File: src/rtl/ifsr_pkg.sv
// Package: shared constants, the coordinate type and the cause helper
// for the instruction fault status register.
// Assumes a 5-bit mode field in which exactly one code means user mode.
package ifsr_pkg;

    localparam int unsigned MODE_W = 5;
    localparam logic [MODE_W-1:0] MODE_USER = 5'b10000;
    localparam int unsigned CAUSE_W = 4;

    typedef struct packed {
        logic [2:0] op1;
        logic [3:0] crn;
        logic [3:0] crm;
        logic [2:0] op2;
    } cp_coord_t;

    localparam cp_coord_t IFSR_COORD = '{op1: 3'd0, crn: 4'd5, crm: 4'd0, op2: 3'd1};

    // Returns 1 for cause codes that carry no meaning on the fetch side.
    function automatic logic cause_is_reserved(input logic [CAUSE_W-1:0] c);
        return (c == 4'b0000) || (c == 4'b0100) || (c == 4'b1010);
    endfunction

endpackage

File: src/rtl/ifsr_coord_match.sv
// Module: compares an access coordinate with the fixed coordinate of
// this register.
// Assumes that all four selector fields must match exactly.
module ifsr_coord_match
    import ifsr_pkg::*;
#(
    parameter cp_coord_t HIT_AT = IFSR_COORD
) (
    input  cp_coord_t coord,
    output logic      hit
);

    // Full equality on every field of the coordinate.
    always_comb begin
        hit = (coord.op1 == HIT_AT.op1) &&
              (coord.crn == HIT_AT.crn) &&
              (coord.crm == HIT_AT.crm) &&
              (coord.op2 == HIT_AT.op2);
    end

endmodule

File: src/rtl/ifsr_priv_gate.sv
// Module: splits a decoded access into a read enable, a write enable
// or a trap, depending on the processor mode.
// Assumes that every mode other than user mode is privileged.
module ifsr_priv_gate
    import ifsr_pkg::*;
(
    input  logic              acc_valid,
    input  logic              acc_write,
    input  logic              hit,
    input  logic [MODE_W-1:0] mode,
    output logic              rd_ok,
    output logic              wr_ok,
    output logic              trap
);

    logic is_user;
    logic take;

    // Classifies the mode and qualifies the access strobe with the decode.
    always_comb begin
        is_user = (mode == MODE_USER);
        take    = acc_valid && hit;
    end

    // Grants a privileged access and turns a user access into a trap.
    always_comb begin
        rd_ok = take && !is_user && !acc_write;
        wr_ok = take && !is_user &&  acc_write;
        trap  = take &&  is_user;
    end

endmodule

File: src/rtl/ifsr_status_store.sv
// Module: holds the cause code. A valid fault report with a
// non-reserved cause has priority over a privileged write.
// Assumes that the write data has already been reduced to the cause width.
module ifsr_status_store
    import ifsr_pkg::*;
#(
    parameter int unsigned STAT_W = CAUSE_W
) (
    input  logic              clk,
    input  logic              rst_n,
    input  logic              wr_ok,
    input  logic [STAT_W-1:0] wr_cause,
    input  logic              flt_valid,
    input  logic [STAT_W-1:0] flt_cause,
    output logic [STAT_W-1:0] stat_q
);

    logic              flt_take;
    logic [STAT_W-1:0] stat_d;

    // Accepts only fault reports whose cause is not reserved.
    always_comb begin
        flt_take = flt_valid && !cause_is_reserved(flt_cause);
    end

    // Next-state selection: the fault wins, then the write, otherwise hold.
    always_comb begin
        if (flt_take) begin
            stat_d = flt_cause;
        end else if (wr_ok) begin
            stat_d = wr_cause;
        end else begin
            stat_d = stat_q;
        end
    end

    // The cause register, cleared to the "nothing recorded" code on reset.
    always_ff @(posedge clk) begin
        if (!rst_n) begin
            stat_q <= '0;
        end else begin
            stat_q <= stat_d;
        end
    end

endmodule

File: src/rtl/ifsr_resp_reg.sv
// Module: registers the port response: read data padded with zeros,
// the read-valid flag and the trap flag.
// Assumes that rd_ok and trap are never high together.
module ifsr_resp_reg
    import ifsr_pkg::*;
#(
    parameter int unsigned DATA_W = 32,
    parameter int unsigned STAT_W = CAUSE_W
) (
    input  logic              clk,
    input  logic              rst_n,
    input  logic              rd_ok,
    input  logic              trap,
    input  logic [STAT_W-1:0] stat_q,
    output logic [DATA_W-1:0] rsp_rdata,
    output logic              rsp_rvalid,
    output logic              rsp_undef
);

    localparam int unsigned PAD_W = DATA_W - STAT_W;

    logic [DATA_W-1:0] rdata_d;

    // Forms the read word: zero padding above the cause, zero when idle.
    always_comb begin
        rdata_d = rd_ok ? {{PAD_W{1'b0}}, stat_q} : '0;
    end

    // Response registers, cleared on reset.
    always_ff @(posedge clk) begin
        if (!rst_n) begin
            rsp_rdata  <= '0;
            rsp_rvalid <= 1'b0;
            rsp_undef  <= 1'b0;
        end else begin
            rsp_rdata  <= rdata_d;
            rsp_rvalid <= rd_ok;
            rsp_undef  <= trap;
        end
    end

endmodule

File: src/rtl/ifsr_unit.sv
// Module: top of the instruction fault status register. It ties together
// the coordinate decode, the privilege gate, the cause store and the
// response register.
// Assumes a single-cycle access strobe. The response arrives one cycle later.
module ifsr_unit
    import ifsr_pkg::*;
#(
    parameter int unsigned DATA_W = 32
) (
    input  logic              clk,
    input  logic              rst_n,
    input  logic              acc_valid,
    input  logic              acc_write,
    input  logic [2:0]        acc_op1,
    input  logic [3:0]        acc_crn,
    input  logic [3:0]        acc_crm,
    input  logic [2:0]        acc_op2,
    input  logic [MODE_W-1:0] acc_mode,
    input  logic [DATA_W-1:0] acc_wdata,
    input  logic              flt_valid,
    input  logic [CAUSE_W-1:0] flt_cause,
    output logic [DATA_W-1:0] rsp_rdata,
    output logic              rsp_rvalid,
    output logic              rsp_undef
);

    cp_coord_t          coord;
    logic               hit;
    logic               rd_ok;
    logic               wr_ok;
    logic               trap;
    logic [CAUSE_W-1:0] stat_q;
    logic [CAUSE_W-1:0] wr_cause;
    logic               wdata_hi_unused;

    // Gathers the selector fields and splits the write data.
    always_comb begin
        coord           = '{op1: acc_op1, crn: acc_crn, crm: acc_crm, op2: acc_op2};
        wr_cause        = acc_wdata[CAUSE_W-1:0];
        wdata_hi_unused = ^acc_wdata[DATA_W-1:CAUSE_W];
    end

    ifsr_coord_match #(.HIT_AT(IFSR_COORD)) i_match (
        .coord (coord),
        .hit   (hit)
    );

    ifsr_priv_gate i_gate (
        .acc_valid (acc_valid),
        .acc_write (acc_write),
        .hit       (hit),
        .mode      (acc_mode),
        .rd_ok     (rd_ok),
        .wr_ok     (wr_ok),
        .trap      (trap)
    );

    ifsr_status_store #(.STAT_W(CAUSE_W)) i_store (
        .clk       (clk),
        .rst_n     (rst_n),
        .wr_ok     (wr_ok),
        .wr_cause  (wr_cause),
        .flt_valid (flt_valid),
        .flt_cause (flt_cause),
        .stat_q    (stat_q)
    );

    ifsr_resp_reg #(.DATA_W(DATA_W), .STAT_W(CAUSE_W)) i_resp (
        .clk        (clk),
        .rst_n      (rst_n),
        .rd_ok      (rd_ok),
        .trap       (trap),
        .stat_q     (stat_q),
        .rsp_rdata  (rsp_rdata),
        .rsp_rvalid (rsp_rvalid),
        .rsp_undef  (rsp_undef)
    );

endmodule

File: config.mk
export PLATFORM = sky130hd
export DESIGN_NAME = ifsr_unit
export DESIGN_NICKNAME = d
export VERILOG_FILES = /design/src/rtl/ifsr_pkg.sv /design/src/rtl/ifsr_coord_match.sv /design/src/rtl/ifsr_priv_gate.sv /design/src/rtl/ifsr_status_store.sv /design/src/rtl/ifsr_resp_reg.sv /design/src/rtl/ifsr_unit.sv
export SDC_FILE = /design/constraint.sdc
export NUM_CORES = 1
export LEC_CHECK = 0
export BUFFER_PORTS_ARGS = -buffer_cell sky130_fd_sc_hd__buf_2
export CORE_ASPECT_RATIO = 1.4
export CORE_MARGIN = 1
export CORE_UTILIZATION = 35
export CTS_BUF_LIST = sky130_fd_sc_hd__clkbuf_2
export CTS_CLUSTER_DIAMETER = 100
export DETAILED_ROUTE_END_ITERATION = 10
export PLACE_DENSITY = 0.94
export SYNTH_ARGS = -nofsm -noshare
export SYNTH_HDL_FRONTEND = slang
export SYNTH_HIERARCHICAL = 1
export SYNTH_SLANG_ARGS = --single-unit
export TNS_END_PERCENT = 20
File: constraint.sdc
create_clock -name clk -period 4.4 [get_ports clk]
set_clock_uncertainty 0.15 [all_clocks]
set_input_delay 0.22 -clock clk [delete_from_list [all_inputs] [get_ports clk]]
set_output_delay 0.22 -clock clk [all_outputs]
set_load 0.03 [all_outputs]
**Word level (Yosys, flattened, before mapping)**

Cells that the tools add are included.

- Add/subtract/negate cells: 0
- Muxes and demuxes: 2
- Eq/ne operators: 5
- Multiply operators: 0
- $lt $le $gt $ge: 0
- Shift-type cells: 0
- Reduce and logical (&&, ||, !) cells: 19
- Bitwise gates (word level): 0
- Div/mod/pow operators: 0

Operator list:

| kind | count |
|---|---|
| logical AND 1 bit | 9 |
| equality test 4 x 3 -> 1 bit (second input constant) | 2 |
| logical NOT 4 bit | 2 |
| two-way mux 4 bit | 2 |
| equality test 5 bit (second input constant) | 1 |
| equality test 4 bit (second input constant) | 1 |
| equality test 3 x 1 -> 1 bit (second input constant) | 1 |
| logical NOT 1 bit | 3 |
| logical NOT 3 bit | 1 |
| logical OR 1 bit | 2 |
| AND reduction 2 bit | 1 |
| nonzero test 2 bit | 1 |

- Bits in registers: 38
- Bits of input ports: 60
- Logic and storage cells: 31
- Latch bits: 0
- Bits in read-only memories: 0
- Memories: 0
- Memory bits (writable): 0
- Output and inout port bits: 34

**Logic depth before layout (Yosys ltp)**

- Depth after elaboration: 9
- Depth in mapped cells: 7
- Mapped depth without buffers: 7

**Hierarchy**

The synthesis kept the hierarchy.

By module, submodules not included:

| module | sequential area each (um^2) | area each (um^2) | instances | cells an instance |
|---|---|---|---|---|
| ifsr_resp_reg | 120.1 | 374.1 | 1 | 41 |
| ifsr_status_store | 80.1 | 244.0 | 1 | 29 |
| ifsr_priv_gate | 0.0 | 61.3 | 1 | 7 |
| ifsr_coord_match | 0.0 | 38.8 | 1 | 5 |

**Worst setup path before layout**

OpenSTA, ideal clock, no wires.

- Path type: input-to-reg
- From: input port acc_crm[2]
- To: register i_store.stat_q[2]
- Path buffers: 0
- Data arrival time: 1.556 ns
- Library setup time: 0.119 ns
- Stages: 7
- Setup slack: 2.575 ns
- Required time: 4.131 ns
- Cells stage by stage: nor4b_1 and4_1 nand3_1 a21oi_1 mux2i_1 nand2_1 o221a_1

- Word-level cells in the longest chain between the ends: 7

Ends and longest elaborated chain:

| item | RTL line | source |
|---|---|---|
| from (decl) | ifsr_unit.sv:16 | `input logic [3:0] acc_crm,` |
| logical NOT 4 bit | ifsr_coord_match.sv:17 | `(coord.crm == HIT_AT.crm) &&` |
| logical AND 1 bit | ifsr_coord_match.sv:16 | `(coord.crn == HIT_AT.crn) &&` |
| logical AND 1 bit | ifsr_coord_match.sv:17 |  |
| net hit | ifsr_unit.sv:28 | `logic hit;` |
| logical AND 1 bit | ifsr_priv_gate.sv:22 | `take = acc_valid && hit;` |
| logical AND 1 bit (2 in series) | ifsr_priv_gate.sv:28 | `wr_ok = take && !is_user && acc_write;` |
| net wr_ok | ifsr_unit.sv:30 | `logic wr_ok;` |
| nonzero test 2 bit (no line) | - |  |
| to (signal assigned) | ifsr_status_store.sv:42 | `stat_q <= stat_d;` |
| to (decl) | ifsr_status_store.sv:15 | `output logic [STAT_W-1:0] stat_q` |

The timed path passes the listed nets, and every way through them passes these cells.
A chain may end at the register's enable or synchronous reset.

**Worst setup path after layout**

- From: input port acc_crm[0]
- To: register i_store.stat_q[2]

Same word-level chain as after synthesis.

==> results.md <==
- The top cell types in the final layout, fill and taps aside, are 37 x buf_2, 28 x conb_1, 10 x dfxtp_1.
- CTS saw 10 sinks.
- The vertical die dimension is about 56 um.
- The library cell used most frequently in the layout, excluding fill and tap cells, is buf_2.
- The first global-routing pass estimated approximately 1.8 mm of wire.
- The effective utilization at floorplan is approximately 37%.
- The cell at the slowest stage of the critical path is a21oi_1.
- The number of I/O pins is between 90 and 100.
- The critical path in this run is classified as in2reg.
- On the final layout, the worst hold slack is roughly 0.12 ns.
- Clock tree synthesis selected as its root buffer the cell clkbuf_2.
- The vias after detailed routing is between 600 and 700.
- The initial antenna violation count is 0.
- Clock latency on the worst-skew pair, taken at its later pin, is approximately 0.23 ns.
- The run finished with clean final reports.
- Setup total negative slack on the finished layout was measured at 0 ns.
- The library cell with the largest summed area after synthesis is buf_4.
- The number of DRC violations after detailed-routing iteration 0 is 4.
- The path with the worst hold slack has its endpoint at i_store/stat_q[0].
- The final wirelength is 1.27 mm.
- Cells with a size suffix above 1 make up slightly below 40% of the layout.
- The floorplan step defined a die boundary enclosing about 2200 um2.
- STA classifies the critical path startpoint as an input pin.
- Setup repair after global routing left no endpoint under its margin.
- The finished cells cover between 800 and 900 um2.
- The min-delay analysis places its worst path in the category in2reg.
- Global routing used 11.1% of the available tracks across all layers.
- Together, buffers and inverters on the worst path number 1.
- In this run the deepest clock path goes through 2 buffers.
- Timing would allow up to 531 MHz.
- The sum of internal, switching and leakage power is between 0.2 and 0.25 mW.
- The number of max-capacitance violations reported is 0.
- TritonCTS built the clock tree.
- The post-route DRC violation count is 0.
- Entering global routing, the biggest net connects 12 pins.
- The CTS H-tree depth is 1.
- STA puts the critical path data required time at ~4.4 ns.
- The average instance in the mapped netlist occupies roughly 8.8 um2.
- The count of yosys warnings during synthesis is 6.
- The startpoint identified for the worst hold timing path is flt_cause[0].
- Dividing the final minimum period by the clock period gives between 40% and 50%.
- Setup violations remaining at the end of the flow were counted as 0.
- In the routed layout, each cell is associated on average with a via count of roughly 4.4.
- The placeable core region is slightly below 2000 um2.
- In this run, synthesis inferred 0 flip-flops with an integrated enable.
- The final layout contains 183 nets.
- The capture instance of the worst register-to-register path is i_store/stat_q[2].
- From synthesis to final layout, the design area changed by 16.4%.
- After detailed routing, the average wire length per cell comes to 8.96 um.
- In this run, distinct cell masters in the synthesized netlist total 25.
- Setup slack on the worst reg-to-reg path comes out at approximately 3.4 ns.
- The die is 40.3 um wide.
- The portion of the post-synthesis area used by sequential elements is ~28%.
- The number of cells on the worst reg-to-reg path is 3.
- Of the post-synthesis cell area, the dominant cell type holds approximately 29%.
- The startpoint of the lowest-slack register-to-register path is i_store/stat_q[2].
- 0 antenna diodes ended up in the layout.
- After technology mapping, the gate count stands at 82.
- In this run the core area contains 19 standard-cell rows.
- The data arrival time of the critical path is roughly 1.9 ns.
- The max-slew violation count is 0.
- The number of antenna-violating nets in the routed design is 0.
- The clock edge transition at the registers on the reported setup and hold paths is 0.08 ns.
- Traced cell by cell, the critical path runs through buf_2, nor4b_1, and4_1, nand3_1, a21oi_1, mux2i_1, nand2_1, o221a_1.
- Yosys attributes the largest share of cell area to buf_4 29%, dfxtp_1 28%, mux2i_1 4.2%.
- The total of flip-flops plus latches after synthesis is 10.
- The cell leakage power is approximately 0.45 nW.
- The cell depth of the worst hold path is 3.
- The kind of end point of the critical path is a flop.
- The longest individual stage delay on the worst path is roughly 0.4 ns.
- The worst-path maximum fanout is 4.
- VDD sags by at most about 110 uV.
- The cell area reported after detailed placement is 821 um2.
- During placement, the flow inserted port buffers numbering 37.
- Measured on the finished design, the core utilization comes to between 40% and 50%.
- In the synthesized netlist the async set-or-reset flop fraction comes to 0%.
- In this run the power density over the cells is 241 nW/um2.
- The via count of the first global-routing pass is around 510.
- The cell family contributing the most delay on the critical path is simple AND/OR/NAND/NOR gates.
- The final hold violation count is 0.
- Post-CTS timing repair inserted 0 buffers for setup.
- For this run, the detailed router's first-pass iteration total came to 3.
- Hold repair after CTS inserted 0 buffers.
- The minimum period implied by the final worst setup slack is approximately 1.9 ns.
- The synthesized netlist occupies a cell area of 718 um2.
- Detailed placement finished with a half-perimeter wire length of 1.07 mm.
- After clock tree synthesis, the repair step resized 0 gates.
- The global placement routability congestion is 0.745.
- Among all flip-flop cells after synthesis, the most frequent one is dfxtp_1.
- The number of buffers created by CTS is 3.
- Summed over all layers, the global routing overflow is 0.
==> layer usage <==
| metal | part of all wire, % | vias to the layer above | track usage (%) |
|---|---|---|---|
| met4 | 0 | 0 | 4.29 |
| li1 | - | 306 | - |
| met1 | 37 | 255 | 9.90 |
| met3 | 19 | 0 | 4.00 |
| met5 | 0 | - | 0 |
| met2 | 44 | 60 | 20.5 |
==> logic make-up (layout without fill, tap and decap cells) <==
family,after synthesis,count (layout),synth area share [%]
simple gates,29,29,28.2
buf+inv,29,41,29.8
flops,10,10,27.9
compound gates,9,9,7.84
mux,4,4,5.75
other cells,1,28,0.522
==> Yosys cell counts (all sizes together) (2+ instances only) <==
library cell and instances:
nand2b 3, and3 5, mux2i 3, o21ai 3, nand2 5, nand3 3, nor4b 4, and2 2
a21oi 2, a31oi 2, buf 28, dfxtp 10, nor2 3
==> area by class of cell <==
class                           count  area [um2]
Tap cell                           21        26.3
Inverter                            1        3.75
Fill cell                         205        1110
Clock buffer                        3        15.0
Multi-Input combinational cell     70         405
Sequential cell                    10         200
Timing Repair Buffer               37         185
==> sequential cells by signal (all words and copies together), names as in the netlist <==
| register | cells |
|---|---|
| i_resp/rsp_rdata | 4 |
| i_resp/rsp_rvalid | 1 |
| i_resp/rsp_undef | 1 |
| i_store/stat_q | 4 |
==> report_power, final <==
group / internal [mW] / switching [mW]
combinational: 0.0178 / 0.0447
clock: 0.0186 / 0.0260
sequential: 0.0935 / 0.00114
==> per-stage QoR <==
stage	worst slack, ns	instances
2_1_floorplan	2.58	109
3_3_place_gp	2.28	139
3_5_place_dp	2.28	139
4_1_cts	2.55	142
5_1_grt	2.33	142
6_report	2.52	142
==> worst min-delay path: cells and delay by family <==
kind	cells	cell delay [ns]
compound gates	1	0.05
buf+inv	1	0.13
simple gates	1	0.06
==> how the worst max path moves through the flow <==
stage	startpoint	to	cells after the start	slack [ns]
after global placement	acc_crm[0]	i_store/stat_q[2]	8	2.28
final	acc_crm[0]	i_store/stat_q[2]	8	2.52
after detailed placement	acc_crm[0]	i_store/stat_q[2]	8	2.28
after CTS	acc_crm[0]	i_store/stat_q[2]	8	2.55
after global routing	acc_crm[0]	i_store/stat_q[2]	8	2.33
after floorplan	acc_crm[2]	i_store/stat_q[2]	7	2.58
Power figures use the tool's default switching activity.
